`src/rtl/bgs_pkg.sv`:
```
package bgs_pkg;

  typedef enum logic [2:0] {
    ST_IDLE     = 3'd0,
    ST_WAIT_LO  = 3'd1,
    ST_HI_DEAD  = 3'd2,
    ST_HI_ON    = 3'd3,
    ST_WAIT_SW  = 3'd4,
    ST_LO_DEAD  = 3'd5,
    ST_LO_ON    = 3'd6
  } seq_state_t;

  typedef enum logic [1:0] {
    TGT_OFF = 2'd0,
    TGT_HI  = 2'd1,
    TGT_LO  = 2'd2
  } target_t;

endpackage

```
`src/rtl/bgs_sync.sv`:
```
module bgs_sync #(
  parameter int W      = 1,
  parameter int STAGES = 2
) (
  input  logic         clk,
  input  logic         rst,
  input  logic [W-1:0] d,
  output logic [W-1:0] q
);

  logic [W-1:0] stg [STAGES];

  for (genvar g = 0; g < STAGES; g++) begin : g_stage
    if (g == 0) begin : g_first
      always_ff @(posedge clk) begin
        if (rst) stg[g] <= '0;
        else     stg[g] <= d;
      end
    end else begin : g_next
      always_ff @(posedge clk) begin
        if (rst) stg[g] <= '0;
        else     stg[g] <= stg[g-1];
      end
    end
  end

  assign q = stg[STAGES-1];

endmodule

```
`src/rtl/bgs_timer.sv`:
```
module bgs_timer #(
  parameter int LIMIT = 4
) (
  input  logic clk,
  input  logic rst,
  input  logic clr,
  input  logic run,
  output logic done,
  output logic busy
);

  localparam int W = $clog2(LIMIT + 1);

  logic [W-1:0] cnt;

  always_ff @(posedge clk) begin
    if (rst || clr)  cnt <= '0;
    else if (run)    cnt <= cnt + W'(1);
  end

  assign done = run && (cnt == W'(LIMIT - 1));
  assign busy = (cnt != '0);

endmodule

```
`src/rtl/buck_gate_sequencer.sv`:
```
module buck_gate_sequencer
  import bgs_pkg::*;
#(
  parameter int CLK_PERIOD_PS = 10000,
  parameter int FALLBACK_NS   = 250,
  parameter int HS_DEAD_CYC   = 4,
  parameter int LS_DEAD_CYC   = 6,
  parameter int SYNC_STAGES   = 2
) (
  input  logic       clk,
  input  logic       rst,
  input  logic       pwm_valid,
  input  logic       pwm_high,
  input  logic       drv_off_n,
  input  logic       diode_mode_n,
  input  logic       lo_gate_low,
  input  logic       sw_node_low,
  input  logic       hi_gate_low,
  output logic       hi_gate_en,
  output logic       lo_gate_en,
  output logic [2:0] seq_state
);

  localparam int FB_CYC = (FALLBACK_NS * 1000 + CLK_PERIOD_PS - 1) / CLK_PERIOD_PS;
  localparam int N_IN   = 7;

  // fallback must outlast the normal low-side dead phase
  if (FB_CYC <= LS_DEAD_CYC) begin : g_fb_too_short
    $error("fallback count must exceed LS_DEAD_CYC");
  end

  logic valid_s, high_s, dis_s, skip_s, lsg_s, sw_s, hsg_s;
  logic [N_IN-1:0] raw_in, syn_in;

  assign raw_in = {pwm_valid, pwm_high, drv_off_n, diode_mode_n,
                   lo_gate_low, sw_node_low, hi_gate_low};

  bgs_sync #(.W(N_IN), .STAGES(SYNC_STAGES)) u_sync (
    .clk (clk),
    .rst (rst),
    .d   (raw_in),
    .q   (syn_in)
  );

  assign {valid_s, high_s, dis_s, skip_s, lsg_s, sw_s, hsg_s} = syn_in;

  seq_state_t state, nxt;
  target_t    tgt;

  always_comb begin
    if (!dis_s || !valid_s) tgt = TGT_OFF;
    else if (high_s)        tgt = TGT_HI;
    else if (skip_s)        tgt = TGT_LO;
    else                    tgt = TGT_OFF;
  end

  logic hs_done, hs_busy, ls_done, ls_busy, fb_done, fb_busy;
  logic fb_zone;

  assign fb_zone = (state == ST_WAIT_SW) || (state == ST_LO_DEAD);

  bgs_timer #(.LIMIT(HS_DEAD_CYC)) u_hs_dead (
    .clk (clk), .rst (rst),
    .clr (state != ST_HI_DEAD),
    .run (state == ST_HI_DEAD),
    .done(hs_done), .busy(hs_busy)
  );

  bgs_timer #(.LIMIT(LS_DEAD_CYC)) u_ls_dead (
    .clk (clk), .rst (rst),
    .clr (state != ST_LO_DEAD),
    .run (state == ST_LO_DEAD),
    .done(ls_done), .busy(ls_busy)
  );

  bgs_timer #(.LIMIT(FB_CYC)) u_fallback (
    .clk (clk), .rst (rst),
    .clr (!fb_zone),
    .run (fb_zone && (hsg_s || fb_busy)),
    .done(fb_done), .busy(fb_busy)
  );

  always_comb begin
    nxt = state;
    unique case (state)
      ST_IDLE: begin
        if (tgt == TGT_HI)      nxt = ST_WAIT_LO;
        else if (tgt == TGT_LO) nxt = ST_WAIT_SW;
      end
      ST_WAIT_LO: begin
        if (tgt == TGT_LO)      nxt = ST_WAIT_SW;
        else if (lsg_s)         nxt = ST_HI_DEAD;
      end
      ST_HI_DEAD: begin
        if (tgt == TGT_LO)      nxt = ST_WAIT_SW;
        else if (hs_done)       nxt = ST_HI_ON;
      end
      ST_HI_ON: begin
        if (tgt == TGT_LO)      nxt = ST_WAIT_SW;
      end
      ST_WAIT_SW: begin
        if (tgt == TGT_HI)      nxt = ST_WAIT_LO;
        else if (fb_done)       nxt = ST_LO_ON;
        else if (sw_s)          nxt = ST_LO_DEAD;
      end
      ST_LO_DEAD: begin
        if (tgt == TGT_HI)           nxt = ST_WAIT_LO;
        else if (ls_done || fb_done) nxt = ST_LO_ON;
      end
      ST_LO_ON: begin
        if (tgt == TGT_HI)      nxt = ST_WAIT_LO;
      end
      default:                  nxt = ST_IDLE;
    endcase
    if (tgt == TGT_OFF) nxt = ST_IDLE;
  end

  logic hs_q, ls_q;

  always_ff @(posedge clk) begin
    if (rst) begin
      state <= ST_IDLE;
      hs_q  <= 1'b0;
      ls_q  <= 1'b0;
    end else begin
      state <= nxt;
      hs_q  <= (nxt == ST_HI_ON);
      ls_q  <= (nxt == ST_LO_ON);
    end
  end

  assign hi_gate_en = hs_q;
  assign lo_gate_en = ls_q;
  assign seq_state  = state;

endmodule

```
`config.mk`:
```
export PLATFORM = sky130hd
export DESIGN_NAME = buck_gate_sequencer
export DESIGN_NICKNAME = d
export VERILOG_FILES = /design/src/rtl/bgs_pkg.sv /design/src/rtl/bgs_sync.sv /design/src/rtl/bgs_timer.sv /design/src/rtl/buck_gate_sequencer.sv
export SDC_FILE = /design/constraint.sdc
export NUM_CORES = 1
export LEC_CHECK = 0
export ABC_AREA = 1
export BUFFER_PORTS_ARGS = -buffer_cell sky130_fd_sc_hd__buf_2
export CELL_PAD_IN_SITES_DETAIL_PLACEMENT = 1
export CELL_PAD_IN_SITES_GLOBAL_PLACEMENT = 1
export CORE_MARGIN = 1.5
export CORE_UTILIZATION = 44
export CTS_CLUSTER_SIZE = 14
export DETAILED_ROUTE_END_ITERATION = 7
export PLACE_DENSITY_LB_ADDON = 0.1
export REMOVE_ABC_BUFFERS = 1
export SLEW_MARGIN = 0
export SYNTH_ARGS = -nofsm -noshare
export SYNTH_HDL_FRONTEND = slang
export SYNTH_HIERARCHICAL = 1
export SYNTH_SLANG_ARGS = --single-unit
```
`constraint.sdc`:
```
create_clock -name clk -period 3.2 [get_ports clk]
set_input_delay 0.64 -clock clk [delete_from_list [all_inputs] [get_ports clk]]
set_output_delay 0.64 -clock clk [all_outputs]
set_load 0.01 [all_outputs]
```
==> flow_summary.json, run 1 <==
{
  "vias_per_cell": 4.73,
  "antenna_found_initial": 0,
  "p_seq_frac": 0.606,
  "routed_wl_um": 2620,
  "min_period_ns": 2.26,
  "worstPathArrival_ns": 2.48,
  "yosysWarnings": 6,
  "path_clk_slew_ns": 0.09,
  "areaGrowthSynthToFinish_pct": 11.4,
  "detail-route-antenna-nets": 0,
  "numCtsBuffers": 5,
  "power.internal_mw": 0.495,
  "antennaDiodeCount": 0,
  "reg2reg_depth": 16,
  "syn_area_per_cell_um2": 7.11,
  "worst_slew_pin_slew_ns": 0.378,
  "p_leak_nw": 0.700,
  "fin_crit_sh": 0.708,
  "clk_latency_ns": 0.32,
  "required_ns": 3.41,
  "cts_tree": "built",
  "grt_pass1_wl_um": 4600,
  "grt_max_degree": 22,
  "wl_per_cell_um": 10.9,
  "hpwl_um": 2040,
  "io_pins": 14,
  "comb_power_share": 0.028,
  "dieArea_um2": 3390,
  "critPathKind": "flop to flop",
  "grt_pass1_vias": 1121,
  "gp_congestion": 0.802,
  "reg2reg_slack_ns": 0.94,
  "path_max_fanout": 6,
  "rows": 19,
  "crit_end": "hi_gate_en$_SDFF_PP0_",
  "ctsHoldBuffers": 0,
  "ctsResizeCount": 0,
  "powerDensity_nw_per_um2": 423,
  "setup_tns_ns": 0,
  "rsz0062_at_grt": "false",
  "synthCells": 189,
  "io_buffers": 13,
  "syn_area_um2": 1340,
  "clock_path_buffers": 2,
  "cts_max_level": 2,
  "fp.coreArea_um2": 2830,
  "slew_violations": 0,
  "fin_util": 0.529,
  "cts.sinks": 30,
  "regToRegStartpoint": "u_fallback/cnt[0]$_SDFFE_PP0P_",
  "outcome": "finished, final reports clean",
  "endpoint_kind": "flop",
  "cts_root_buffer": "clkbuf_4",
  "hold_viol": 0,
  "maxCapViolCount": 0,
  "worstHoldPathType": "flop to flop",
  "dr.pass1.iters": 4,
  "fill_cells": 384,
  "fin_nets": 225,
  "grt_usage": 0.185,
  "fp.dieH_um": 58.3,
  "setup.worst_path.start": "u_fallback/cnt[0]$_SDFFE_PP0P_",
  "relSlewSlack": 0.746,
  "grt_overflow": 0,
  "setup_viol": 0,
  "swShare": 0.219,
  "pwr-share-clk": 0.366,
  "dr_total_vias": 1136,
  "fin_worst_skew_ns": 0.00827,
  "r2r_end": "hi_gate_en$_SDFF_PP0_",
  "startpoint_type": "flop",
  "drive_gt1_frac": 0.172,
  "ir_drop_mv": 0.259,
  "p_switching_mw": 0.139,
  "initial_core_util": 0.475,
  "die_x_um": 58.3,
  "dr.first_iter.drc_count": 26,
  "cts_setup_buffers": 0,
  "max_freq_mhz": 442,
  "drc": 0
}
metrics by stage:
| step | hold WS, ns | instance area (um^2) | worst slack (ns) | cells | total power [mW] |
|---|---|---|---|---|---|
| floorplan | 0.388 | 1330 | 1.29 | 187 | 0.400 |
| global placement | 0.389 | 1440 | 1.18 | 232 | 0.409 |
| detailed placement | 0.396 | 1440 | 0.953 | 232 | 0.411 |
| CTS | 0.409 | 1500 | 0.933 | 240 | 0.645 |
| global route | 0.432 | 1500 | 0.664 | 240 | 0.667 |
| finish | 0.406 | 1500 | 0.935 | 240 | 0.633 |
how the worst min path moves through the flow:
stage	slack (ns)	cells past startpoint	from	end
finish	0.41	2	u_sync/stg[0][4]$_SDFF_PP0_	u_sync/stg[1][4]$_SDFF_PP0_
global route	0.43	2	u_sync/stg[0][1]$_SDFF_PP0_	u_sync/stg[1][1]$_SDFF_PP0_
CTS	0.41	2	u_sync/stg[0][4]$_SDFF_PP0_	u_sync/stg[1][4]$_SDFF_PP0_
detailed placement	0.40	2	u_sync/stg[0][4]$_SDFF_PP0_	u_sync/stg[1][4]$_SDFF_PP0_
global placement	0.39	2	u_sync/stg[0][0]$_SDFF_PP0_	u_sync/stg[1][0]$_SDFF_PP0_
floorplan	0.39	2	u_sync/stg[0][0]$_SDFF_PP0_	u_sync/stg[1][0]$_SDFF_PP0_
sequential cells by signal (all words and copies together) (netlist names):
| signal | flops |
|---|---|
| u_sync/stg | 14 |
| u_hs_dead/cnt | 3 |
| hi_gate_en | 1 |
| u_ls_dead/cnt | 3 |
| u_fallback/cnt | 5 |
| lo_gate_en | 1 |
| seq_state | 3 |
cell usage in the layout (no fill, tap or decap):
master     n
clkinv_2   1
clkbuf_4   5
a21oi_1    6
o21ai_2    1
a21oi_2    1
dfxtp_1   30
nand2_1   36
inv_1     37
buf_4      1
nand3_2    2
clkbuf_8   1
nor2_2     4
nor3_1     2
ha_1       8
inv_2      5
o21ai_1    1
nor2_1    41
nand3_1    5
nand2_2    2
nand4_1    1
o21ai_0    4
clkbuf_1   1
a31oi_1    1
buf_2     13
worst max-delay path: stages (launching register included):
cell	delay, ns
dfxtp_1	0.39
inv_1	0.06
ha_1	0.22
nand3_1	0.09
nor2_1	0.05
nor2_1	0.28
inv_1	0.12
nor3_1	0.37
nor2_1	0.12
nand2_1	0.08
nand2_1	0.05
nand2_1	0.06
nand2_1	0.05
inv_1	0.05
nand2_1	0.05
nand3_2	0.07
nor2_1	0.05
power groups by stage:
stage | logic [mW] | clock network, mW | registers [mW]
detailed placement | 0.0182 | 0 | 0.393
finish | 0.0177 | 0.232 | 0.384
global route | 0.0208 | 0.261 | 0.385
floorplan | 0.00788 | 0 | 0.392
global placement | 0.0166 | 0 | 0.392
CTS | 0.0183 | 0.243 | 0.384
final cells by class:
class / instances / area [um^2] / share of cell area
clock buffers: 7 / 55.1 / 0.0368
clock inverters: 1 / 5.00 / 0.00334
inverters: 42 / 158 / 0.105
multi-input cells: 115 / 567 / 0.379
flip-flops and latches: 30 / 601 / 0.401
well taps: 31 / 38.8 / 0.0259
repair buffers: 14 / 72.6 / 0.0485
layer usage:
metal,up-vias,part of all wire,GRT usage
li1,594,-,-
met1,516,0.42,0.196
met2,20,0.52,0.321
met3,6,0.034,0.0558
met4,0,0.023,0.106
met5,-,0,0
(Power assumes the default switching activity.)
==> run 2: changes to the inputs <==
--- a/config.mk
+++ b/config.mk
@@ -10,7 +10,7 @@
 export CELL_PAD_IN_SITES_DETAIL_PLACEMENT = 1
 export CELL_PAD_IN_SITES_GLOBAL_PLACEMENT = 1
 export CORE_MARGIN = 1.5
-export CORE_UTILIZATION = 44
+export CORE_UTILIZATION = 41
 export CTS_CLUSTER_SIZE = 14
 export DETAILED_ROUTE_END_ITERATION = 7
 export PLACE_DENSITY_LB_ADDON = 0.1
==> constraint.sdc (replaced) <==
create_clock -name clk -period 2.1 [get_ports clk]
set_input_delay 0.42 -clock clk [delete_from_list [all_inputs] [get_ports clk]]
set_output_delay 0.42 -clock clk [all_outputs]
set_load 0.01 [all_outputs]
==> run 2 against run 1 <==
Wire length fell by 5.4%. Critical endpoint is now seq_state[0]$_SDFF_PP0_. Clock-buffer cell count fell by 1. Total power rose by 68%. Core utilization fell by 2.2 points. Die area rose by 6.9%. Register-to-register slack got worse by 0.71 ns. Cell count rose by 6.3%. Flip-flop and latch count did not move. Clock skew rose by 0.0027 ns. Cell area rose by 4.2%. Worst setup slack got worse by 0.71 ns.
==> flow_summary.json, run 2 (synthesized netlist as in run 1, its figures left out) <==
{
  "outcome": "finished, final reports clean",
  "min_period_ns": 1.87,
  "vias_per_cell": 4.44,
  "io_pins": 14,
  "cp_common_cell": "nand2_1",
  "setup_tns_ns": 0,
  "ir_drop_mv": 0.341,
  "fp.coreArea_um2": 3080,
  "cts.sinks": 30,
  "hpwl_um": 1910,
  "grt_overflow": 0,
  "endpoint_kind": "flop",
  "cts_root_buffer": "clkbuf_4",
  "cts_tree": "built",
  "relSlewSlack": 0.754,
  "antennaDiodeCount": 0,
  "dr.pass1.iters": 4,
  "worstPathArrival_ns": 2.11,
  "wl_per_cell_um": 9.73,
  "max_freq_mhz": 534,
  "worst_slew_pin_slew_ns": 0.369,
  "powerDensity_nw_per_um2": 682,
  "areaGrowthSynthToFinish_pct": 16.0,
  "cp_slowest_cell": "dfxtp_1",
  "dieArea_um2": 3630,
  "initial_core_util": 0.437,
  "detail-route-antenna-nets": 0,
  "maxCapViolCount": 0,
  "grt_usage": 0.165,
  "numCtsBuffers": 5,
  "cts_setup_buffers": 0,
  "dr_total_vias": 1133,
  "grt_max_degree": 22,
  "largest_reg_flops": 14,
  "rows": 20,
  "p_leak_nw": 0.719,
  "die_x_um": 60.3,
  "fin_nets": 227,
  "fin_worst_skew_ns": 0.0109,
  "final_cell_mix": "41 x nor2_1, 37 x inv_1, 36 x nand2_1",
  "path_clk_slew_ns": 0.10,
  "fin_area_um2": 1560,
  "top_regs": "u_sync/stg x14, u_fallback/cnt x5",
  "regMostFlops": "u_sync/stg",
  "clk_latency_ns": 0.33,
  "grt_pass1_vias": 1130,
  "place_area_um2": 1470,
  "grt_pass1_wl_um": 4400,
  "slew_violations": 0,
  "critPathKind": "flop to flop",
  "setup_viol": 0,
  "fin_crit_sh": 0.892,
  "dr.first_iter.drc_count": 24,
  "cts_max_level": 2,
  "drc": 0,
  "antenna_found_initial": 0,
  "hold_viol": 0,
  "timing.critical_path.cells": "inv_1 -> ha_1 -> nand3_1 -> nor2_1 -> nor2_1 -> inv_1 -> nor3_4 -> nor2_1 -> nand2_1 -> nand2_1 -> nand2_1 -> nand2_1 -> inv_1 -> nand2_1 -> nand3_2 -> inv_1",
  "routed_wl_um": 2480,
  "fin_util": 0.507,
  "startpoint_type": "flop",
  "final_common_cell": "nor2_1",
  "gp_congestion": 0.783,
  "drive_gt1_frac": 0.190,
  "required_ns": 2.34,
  "clock_path_buffers": 2,
  "path_max_fanout": 3,
  "setup_slack_ns": 0.227,
  "io_buffers": 13,
  "timing.critical_path.slowest_cell_delay_ns": 0.37,
  "worstHoldPathType": "input pin to flop",
  "rsz0062_at_grt": "false",
  "place_ws_ns": 0.0940,
  "fp.dieH_um": 60.3
}
run 2: per-layer routing:
| layer | GRT usage | part of all wire | wire [um] |
|---|---|---|---|
| met1 | 0.184 | 0.44 | 1090 |
| met2 | 0.283 | 0.50 | 1240 |
| met3 | 0.0584 | 0.046 | 113 |
| met4 | 0.0698 | 0.019 | 46 |
| met5 | 0 | 0 | 0 |
run 2: path summary, 6_finish.rpt:
| check | depth (start not counted) | slack [ns] | start | end |
|---|---|---|---|---|
| max reg2reg | 16 | 0.23 | u_fallback/cnt[1]$_SDFFE_PP0P_ | seq_state[0]$_SDFF_PP0_ |
| max | 16 | 0.23 | u_fallback/cnt[1]$_SDFFE_PP0P_ | seq_state[0]$_SDFF_PP0_ |
| min reg2reg | 2 | 0.40 | u_sync/stg[0][5]$_SDFF_PP0_ | u_sync/stg[1][5]$_SDFF_PP0_ |
| min | 3 | 0.29 | hi_gate_low | u_sync/stg[0][0]$_SDFF_PP0_ |
run 2: layout make-up:
type                    count  area [um^2]
clock inverters             2         37.5
inverters                  42          158
flip-flops and latches     30          602
well taps                  44         55.1
multi-input cells         115          578
clock buffers               6         41.3
fillers                   420         1520
repair buffers             16         87.6
run 2: repair_timing:
action / CTS / global route
resized for setup: 0 / 3
hold buffers: 0 / 0
endpoints found under the setup margin: 0 / 3
run 2: where the power goes:
| group | switching [mW] | internal [mW] |
|---|---|---|
| clock | 0.201 | 0.251 |
| combinational | 0.0154 | 0.0110 |
| sequential | 0.00361 | 0.581 |
run 2: per-stage QoR:
step	std cells	power [mW]	hold WS, ns
after global placement	247	0.623	0.391
after global routing	255	1.11	0.272
after floorplan	187	0.609	0.388
after detailed placement	247	0.625	0.398
after CTS	255	1.08	0.278
final	255	1.06	0.294
run 2: worst max-delay path: cells and delay by family, from the launching register on:
| family | cells | cell delay (ns) |
|---|---|---|
| AND/OR/NAND/NOR | 11 | 0.96 |
| flip-flops | 1 | 0.37 |
| buffers and inverters | 4 | 0.28 |
| adder cells (fa/ha/maj) | 1 | 0.19 |
==> run 3: changes to the inputs <==
--- a/config.mk
+++ b/config.mk
@@ -10,7 +10,8 @@
 export CELL_PAD_IN_SITES_DETAIL_PLACEMENT = 1
 export CELL_PAD_IN_SITES_GLOBAL_PLACEMENT = 1
 export CORE_MARGIN = 1.5
-export CORE_UTILIZATION = 41
+export CORE_UTILIZATION = 43
+export CTS_BUF_LIST = sky130_fd_sc_hd__clkbuf_4
 export CTS_CLUSTER_SIZE = 14
 export DETAILED_ROUTE_END_ITERATION = 7
 export PLACE_DENSITY_LB_ADDON = 0.1
==> run 3 against run 2 <==
Register-to-register slack lost 0.02 ns. Combinational power hardly changed. Core utilization rose by 0.97 points. Critical path depth is the same. Highest routed layer unchanged. Non-clock buffer count did not move.
==> flow_summary.json, run 3 (synthesized netlist as in run 1, its figures left out) <==
{
  "fill_cells": 413,
  "endpoint_kind": "flop",
  "slew_violations": 0,
  "setup_viol": 0,
  "ff_latch_area_um2": 603,
  "wl_per_cell_um": 11.4,
  "setup_slack_ns": 0.212,
  "p_leak_nw": 0.727,
  "ir_drop_mv": 0.375,
  "final_common_cell": "nor2_1",
  "regToRegStartpoint": "u_fallback/cnt[0]$_SDFFE_PP0P_",
  "io_pins": 14,
  "relSlewSlack": 0.747,
  "dieArea_um2": 3470,
  "largest_reg_flops": 14,
  "clock_path_buffers": 2,
  "grt_pass1_vias": 1157,
  "fp.coreArea_um2": 3000,
  "dr.first_iter.drc_count": 34,
  "fin_area_um2": 1550,
  "dr.pass1.iters": 4,
  "multi_input_area_um2": 578,
  "setup_tns_ns": 0,
  "grt_usage": 0.191,
  "numCtsBuffers": 5,
  "worst_slew_pin_slew_ns": 0.380,
  "rows": 20,
  "fin_nets": 227,
  "fin_crit_sh": 0.899,
  "place_ws_ns": 0.124,
  "use_met2": 0.340,
  "io_buffers": 13,
  "initial_core_util": 0.448,
  "gr-max-usage-layer": "met2",
  "cts.sinks": 30,
  "hpwl_um": 2100,
  "cts_root_buffer": "clkbuf_4",
  "grt_max_degree": 22,
  "fp.dieH_um": 58.9,
  "drive_gt1_frac": 0.199,
  "cts_max_level": 2,
  "min_period_ns": 1.89,
  "hold_ws_ns": 0.284,
  "cts_tree": "built",
  "regMostFlops": "u_sync/stg",
  "dr_total_vias": 1142,
  "worstHoldPathType": "input pin to flop",
  "final_cell_mix": "41 x nor2_1, 37 x inv_1, 36 x nand2_1",
  "die_x_um": 58.9,
  "detail-route-antenna-nets": 0,
  "critPathKind": "flop to flop",
  "clk_latency_ns": 0.33,
  "fin_worst_skew_ns": 0.00700,
  "areaGrowthSynthToFinish_pct": 15.4,
  "required_ns": 2.32,
  "maxCapViolCount": 0,
  "grt_overflow": 0,
  "routed_wl_um": 2780,
  "antenna_found_initial": 0,
  "cts_setup_buffers": 0,
  "place_area_um2": 1450,
  "vias_per_cell": 4.68,
  "setup.worst_path.start": "u_fallback/cnt[0]$_SDFFE_PP0P_",
  "antennaDiodeCount": 0,
  "grt_pass1_wl_um": 4880,
  "gp_congestion": 0.803,
  "gr-usage-met1": 0.209,
  "max_freq_mhz": 530,
  "path_max_fanout": 5,
  "drc": 0,
  "finalPower_mw": 1.09,
  "use_met3": 0.0462,
  "hold_viol": 0,
  "outcome": "finished, final reports clean",
  "path_clk_slew_ns": 0.10,
  "powerDensity_nw_per_um2": 705,
  "startpoint_type": "flop",
  "top_regs": "u_sync/stg x14, u_fallback/cnt x5",
  "worstPathArrival_ns": 2.11,
  "min-delay-start": "pwm_high"
}
==> run 3: cell types whose count changed in the layout (fill, tap and decap cells not counted), sizes merged <==
cell,before,now
clkbuf,6,7
clkinvlp,1,0
==> run 3: metrics by stage <==
| step | cells | util |
|---|---|---|
| 3_5_place_dp | 236 | 0.484 |
| 2_1_floorplan | 187 | - |
| 3_3_place_gp | 236 | 0.484 |
| 6_report | 244 | 0.516 |
| 4_1_cts | 244 | 0.512 |
| 5_1_grt | 244 | 0.516 |
==> run 3: repair_timing <==
item,CTS,global route
setup endpoints to repair,0,2
hold buffers,0,0
resized for setup,0,4
==> run 3: worst paths after layout <==
path                            endpoint  slack [ns]  depth (start not counted)
min          u_sync/stg[0][5]$_SDFF_PP0_        0.28                          3
min reg2reg  u_sync/stg[1][1]$_SDFF_PP0_        0.41                          2
max                hi_gate_en$_SDFF_PP0_        0.21                         16
max reg2reg        hi_gate_en$_SDFF_PP0_        0.21                         16
==> run 3: where the power goes <==
part	total, mW	internal (mW)	switching (mW)
Sequential	0.585	0.581	0.00382
Combinational	0.0265	0.0110	0.0155
Clock	0.481	0.278	0.203
==> run 3: final cells by class <==
type | count | area share
Sequential cell | 30 | 0.389
Clock buffer | 7 | 0.0339
Multi-Input combinational cell | 115 | 0.373
Tap cell | 33 | 0.0266
Clock inverter | 1 | 0.0194
Inverter | 42 | 0.102
Timing Repair Buffer | 16 | 0.0565
==> run 3: critical path, stage by stage (launching register included) <==
cell and delay, ns:
dfxtp_2 0.37, inv_1 0.05, ha_1 0.21, nand3_1 0.10
nor2_1 0.05, nor2_1 0.14, inv_1 0.12, nor3_4 0.22
nor2_1 0.09, nand2_1 0.07, nand2_1 0.05, nand2_1 0.06
nand2_1 0.05, inv_1 0.04, nand2_1 0.05, nand3_2 0.06
nor2_1 0.04
==> run 3: layer usage <==
metal / wire length (um) / vias up / part of all wire
li1: - / 594 / -
met1: 1160 / 527 / 0.42
met2: 1460 / 15 / 0.53
met3: 99 / 6 / 0.036
met4: 51 / 0 / 0.018
met5: 0 / - / 0
